`src/rtl/txts_pkg.sv`:
```
package txts_pkg;

    // Decision taken for the transmit event of the current cycle
    typedef enum logic [1:0] {
        ACT_IDLE = 2'd0,
        ACT_TAKE = 2'd1,
        ACT_DROP = 2'd2
    } txts_act_e;

endpackage

```
`src/rtl/txts_gate.sv`:
```
module txts_gate
    import txts_pkg::*;
(
    input  logic      tx_evt,
    input  logic      tx_ts_req,
    input  logic      cap_en,
    input  logic      busy_q,
    output txts_act_e act
);

    logic want;

    always_comb begin
        want = tx_evt & tx_ts_req & cap_en;
        if (!want)
            act = ACT_IDLE;
        else if (busy_q)
            act = ACT_DROP;
        else
            act = ACT_TAKE;
    end

endmodule

```
`src/rtl/txts_sat_ctr.sv`:
```
module txts_sat_ctr #(
    parameter int W = 16
) (
    input  logic         clk,
    input  logic         rst_n,
    input  logic         inc,
    output logic [W-1:0] cnt
);

    localparam logic [W-1:0] MAX = {W{1'b1}};

    logic [W-1:0] cnt_d, cnt_q;

    always_comb begin
        cnt_d = cnt_q;
        if (inc && cnt_q != MAX)
            cnt_d = cnt_q + 1'b1;
    end

    always_ff @(posedge clk) begin
        if (!rst_n)
            cnt_q <= '0;
        else
            cnt_q <= cnt_d;
    end

    assign cnt = cnt_q;

endmodule

```
`src/rtl/txts_capture.sv`:
```
module txts_capture
    import txts_pkg::*;
#(
    parameter int SEC_W  = 32,
    parameter int NS_W   = 32,
    parameter int DROP_W = 16
) (
    input  logic              clk,
    input  logic              rst_n,
    input  logic [SEC_W-1:0]  time_sec,
    input  logic [NS_W-1:0]   time_ns,
    input  logic              tx_evt,
    input  logic              tx_ts_req,
    input  logic              cap_en,
    input  logic              irq_en,
    input  logic              rd_hi,
    output logic [NS_W-1:0]   cap_lo,
    output logic [SEC_W-1:0]  cap_hi,
    output logic              cap_valid,
    output logic              irq,
    output logic [DROP_W-1:0] drop_cnt
);

    localparam int STAMP_W = SEC_W + NS_W;

    typedef struct packed {
        logic               valid;
        logic               irq;
        logic [STAMP_W-1:0] stamp;
    } cap_state_t;

    cap_state_t s_d, s_q;
    txts_act_e  act;

    txts_gate u_gate (
        .tx_evt    (tx_evt),
        .tx_ts_req (tx_ts_req),
        .cap_en    (cap_en),
        .busy_q    (s_q.valid),
        .act       (act)
    );

    txts_sat_ctr #(.W(DROP_W)) u_drop (
        .clk   (clk),
        .rst_n (rst_n),
        .inc   (act == ACT_DROP),
        .cnt   (drop_cnt)
    );

    // Next-state: capture wins only when idle; the high-word read releases the lock
    always_comb begin
        s_d     = s_q;
        s_d.irq = 1'b0;
        if (act == ACT_TAKE) begin
            s_d.stamp = {time_sec, time_ns};
            s_d.valid = 1'b1;
            s_d.irq   = irq_en;
        end else if (rd_hi) begin
            s_d.valid = 1'b0;
        end
    end

    always_ff @(posedge clk) begin
        if (!rst_n)
            s_q <= '0;
        else
            s_q <= s_d;
    end

    assign cap_hi    = s_q.stamp[STAMP_W-1:NS_W];
    assign cap_lo    = s_q.stamp[NS_W-1:0];
    assign cap_valid = s_q.valid;
    assign irq       = s_q.irq;

endmodule

```
`config.mk`:
```
export PLATFORM = sky130hd
export DESIGN_NAME = txts_capture
export DESIGN_NICKNAME = d
export VERILOG_FILES = /design/src/rtl/txts_pkg.sv /design/src/rtl/txts_gate.sv /design/src/rtl/txts_sat_ctr.sv /design/src/rtl/txts_capture.sv
export SDC_FILE = /design/constraint.sdc
export NUM_CORES = 1
export LEC_CHECK = 0
export BUFFER_PORTS_ARGS = -buffer_cell sky130_fd_sc_hd__buf_4
export CORE_ASPECT_RATIO = 1.5
export CORE_MARGIN = 4
export CORE_UTILIZATION = 40
export DETAILED_ROUTE_END_ITERATION = 8
export GPL_ROUTABILITY_DRIVEN = 0
export GPL_TIMING_DRIVEN = 0
export PLACE_DENSITY = 0.79
export SLEW_MARGIN = 10
export SYNTH_ARGS = -nofsm -noshare
export SYNTH_HDL_FRONTEND = slang
export SYNTH_SLANG_ARGS = --single-unit
```
`constraint.sdc`:
```
create_clock -name clk -period 1.7 [get_ports clk]
set_input_delay 0.085 -clock clk [delete_from_list [all_inputs] [get_ports clk]]
set_output_delay 0.085 -clock clk [all_outputs]
set_load 0.01 [all_outputs]
```
==> impl_metrics.env <==
export IMPL_grt_pass1_wl_um=16800
export IMPL_p_int_mw=2.88
export IMPL_arrival_ns=1.99
export IMPL_synth_xor_area_share_pct=0
export IMPL_drt_iter0_markers=160
export IMPL_max_cap_violations=0
export IMPL_io_buffers=151
export IMPL_clock_sinks=82
export IMPL_core_rowCount=38
export IMPL_syn_area_sq_mm=0.00306
export IMPL_pwr_share_comb_pct=13.6
export IMPL_cp_start_kind="flop"
export IMPL_hpwl_um=6930
export IMPL_cts_buffer_depth=2
export IMPL_yosysTopAreaCell="dfxtp_1"
export IMPL_synth_top_area_share_pct=53.6
export IMPL_vias=3679
export IMPL_path_clk_slew_ns=0.08
export IMPL_crit_fanout=7
export IMPL_die_area_sq_mm=0.00915
export IMPL_fin_setup_tns_ns=-0.0250
export IMPL_setup_violations=2
export IMPL_rsz0062_at_grt="true"
export IMPL_ant_nets=0
export IMPL_p_clk_share_pct=33.9
export IMPL_fp_coreArea_sq_mm=0.00737
export IMPL_multi_input_area_sq_mm=0.00139
export IMPL_crit_path_end_kind="flop"
export IMPL_synth_nets=457
export IMPL_synthSimpleGateAreaFrac_pct=25.9
export IMPL_p_leak_nw=2.18
export IMPL_synth_seq_cells=82
export IMPL_nets=687
export IMPL_die_w_um=79.5
export IMPL_grt_overflow=0
export IMPL_synthAdderAreaFrac_pct=0.408
export IMPL_fill_cells=525
export IMPL_avgSynthCellArea_sq_um=7.96
export IMPL_max_slew_margin_pct=63.2
export IMPL_insertion_delay_ns=0.35
export IMPL_synth_area_leaders="dfxtp_1 (54%), nand2_1 (17%), a21oi_1 (12%), clkbuf_1 (2.3%), o31ai_1 (1.5%)"
export IMPL_synth_mux_area_share_pct=0.653
export IMPL_drt_wl_total_um=10800
export IMPL_wire_per_inst_um=15.0
export IMPL_cts_buffers=9
export IMPL_crit_type="reg -> reg"
export IMPL_drive_gt1_share_pct=31.6
export IMPL_htreeDepth=3
export IMPL_setup_slack_ns=-0.0154
export IMPL_synth_top_family_by_area="simple AND/OR/NAND/NOR gates"
export IMPL_regArea_sq_mm=0.00165
export IMPL_status="finished with violations"
export IMPL_hold_worst_slack_ns=0.201
export IMPL_area_delta_synth_final_pct=72.4
export IMPL_grt_pass1_vias=3638
export IMPL_seq_power_share_pct=52.4
export IMPL_drc=0
export IMPL_slew_viol_final=0
export IMPL_violations="negative setup slack"
export IMPL_hold_viol_final=0
export IMPL_finalCriticalPeriod_ns=1.72
export IMPL_yosys_warnings=0
export IMPL_pin_count=153
export IMPL_crit_required_ns=1.97
export IMPL_ys_seq_area_share_pct=53.6
export IMPL_start_util_pct=41.6
export IMPL_die_y_um=115
export IMPL_p_switching_mw=0.926
export IMPL_synth_compound_area_share_pct=16.0
export IMPL_worst_slew_pin_slew_ns=0.552
export IMPL_synth_cells=385
export IMPL_drt_pass1_iter_count=6
export IMPL_hold_path_class="in -> reg"
export IMPL_p_sw_share_pct=24.3
export IMPL_cts_root_buf="clkbuf_8"
export IMPL_finClkSkew_ns=0.0104
export IMPL_min_period_over_period_pct=101
export IMPL_vias_per_cell=5.10
export IMPL_cts_tree="yes"
export IMPL_groute_usage_overall_pct=23.3
export IMPL_vdd_ir_drop_max_v=0.000682
export IMPL_antenna_found_initial=0
export IMPL_fmax_mhz=583
export IMPL_yosys_cell_types_count=29
export IMPL_powerDensity_mw_per_mm2=721
export IMPL_grt_max_degree=14
-- sequential cells by signal, summed over array words and instances (netlist names) --
name	flops
cap_lo	32
cap_valid	1
cap_hi	32
u_drop.cnt	16
irq	1
-- final cells by class --
type	instances	share of cell area, %
antenna	1	0.0474
buffer	23	1.75
clock buffer	12	2.94
clock inverter	4	0.497
inverter	3	0.213
multi-input combinational	275	26.3
sequential	82	31.3
tap	100	2.37
timing repair buffer	221	34.6
-- through the flow --
step	total power, mW	utilization, %	instance area, sq um	worst slack (ns)	instances
after floorplan	2.18	-	3070	0.00174	385
after global placement	2.42	58.7	4330	-0.162	636
after detailed placement	2.43	58.7	4330	-0.188	636
after CTS	3.83	70.4	5190	0.00527	716
after global routing	3.97	71.7	5280	-0.0963	720
final	3.81	71.7	5280	-0.0154	721
-- worst paths after layout --
kind              startpoint  cells after the start              to  slack (ns)
hold / removal         rst_n                      3   u_drop.cnt[1]        0.20
hold reg to reg   cap_lo[24]                      2      cap_lo[24]        0.46
setup / recovery   cap_valid                      4  u_drop.cnt[13]       -0.02
setup reg to reg   cap_valid                      4  u_drop.cnt[13]       -0.02
-- cell usage after synthesis --
library cell,n
o41ai_1,3
dfxtp_1,82
nand3b_1,1
nor3_1,4
or2_2,3
nand4_1,7
clkbuf_1,19
o311ai_0,2
mux2i_1,2
and3_1,2
clkinv_1,1
a21oi_1,75
nor4_2,1
ha_1,1
nand3_2,1
and2_1,1
or4_1,5
nor4_1,2
and4_1,1
buf_1,6
nand3_1,5
nor2_1,4
inv_1,2
nand2_1,135
o31ai_1,6
or3_1,5
o211ai_1,1
o21ai_0,4
nand2b_1,4
-- power groups by stage --
stage	Combinational [mW]	Clock, mW	Sequential (mW)
3_5_place_dp	0.385	0	2.04
4_1_cts	0.511	1.32	2.00
3_3_place_gp	0.379	0	2.04
2_1_floorplan	0.117	0	2.07
5_1_grt	0.562	1.41	2.00
6_report	0.520	1.29	2.00
-- placed cells by master, fill, tap and decap left out, drive strengths merged --
| master | synthesis | layout |
|---|---|---|
| nand2 | 135 | 135 |
| clkinvlp | 0 | 1 |
| clkinv | 1 | 4 |
| dlygate4sd3 | 0 | 66 |
| nand3 | 6 | 6 |
| or2 | 3 | 3 |
| or4 | 5 | 5 |
| nor3 | 4 | 4 |
| o31ai | 6 | 6 |
| nand2b | 4 | 4 |
| ha | 1 | 1 |
| o41ai | 3 | 3 |
| nor4 | 3 | 3 |
| and4 | 1 | 1 |
| o311ai | 2 | 2 |
| inv | 2 | 2 |
| diode | 0 | 1 |
| nand4 | 7 | 7 |
| o21ai | 4 | 4 |
| mux2i | 2 | 2 |
| or3 | 5 | 5 |
| dfxtp | 82 | 82 |
| and2 | 1 | 1 |
| and3 | 2 | 2 |
| nand3b | 1 | 1 |
| o211ai | 1 | 1 |
| nor2 | 4 | 4 |
| buf | 6 | 159 |
| clkbuf | 19 | 31 |
| a21oi | 75 | 75 |
-- repair_timing --
action                                 CTS  global route
setup buffers                            0             4
endpoints found under the hold margin   66             0
hold buffers                            66             0
resized for setup                        8            19
setup endpoints to repair               20            65
cloned                                   0             0
pin swaps                                4             8
-- layer usage --
layer | share of wire, % | GRT usage (%) | vias up
met4 | 5.0 | 14.9 | 0
met3 | 6.1 | 4.94 | 46
met2 | 54 | 41.7 | 172
met1 | 35 | 24.3 | 1693
li1 | - | - | 1768
met5 | 0 | 0 | -
-- critical path, cell delays in order (launching register included) --
cell     delay, ns
dfxtp_2       0.35
nand4_1       0.24
or3_4         0.51
or4_4         0.43
a21oi_2       0.12
-- kinds of logic after synthesis --
family                   Yosys count
multiplexers                       2
buffers and inverters             28
AND/OR/NAND/NOR                  181
AO/OA/AOI/OAI                     91
adder cells (fa/ha/maj)            1
flip-flops                        82
No activity file was read; power rests on OpenSTA's default activity.
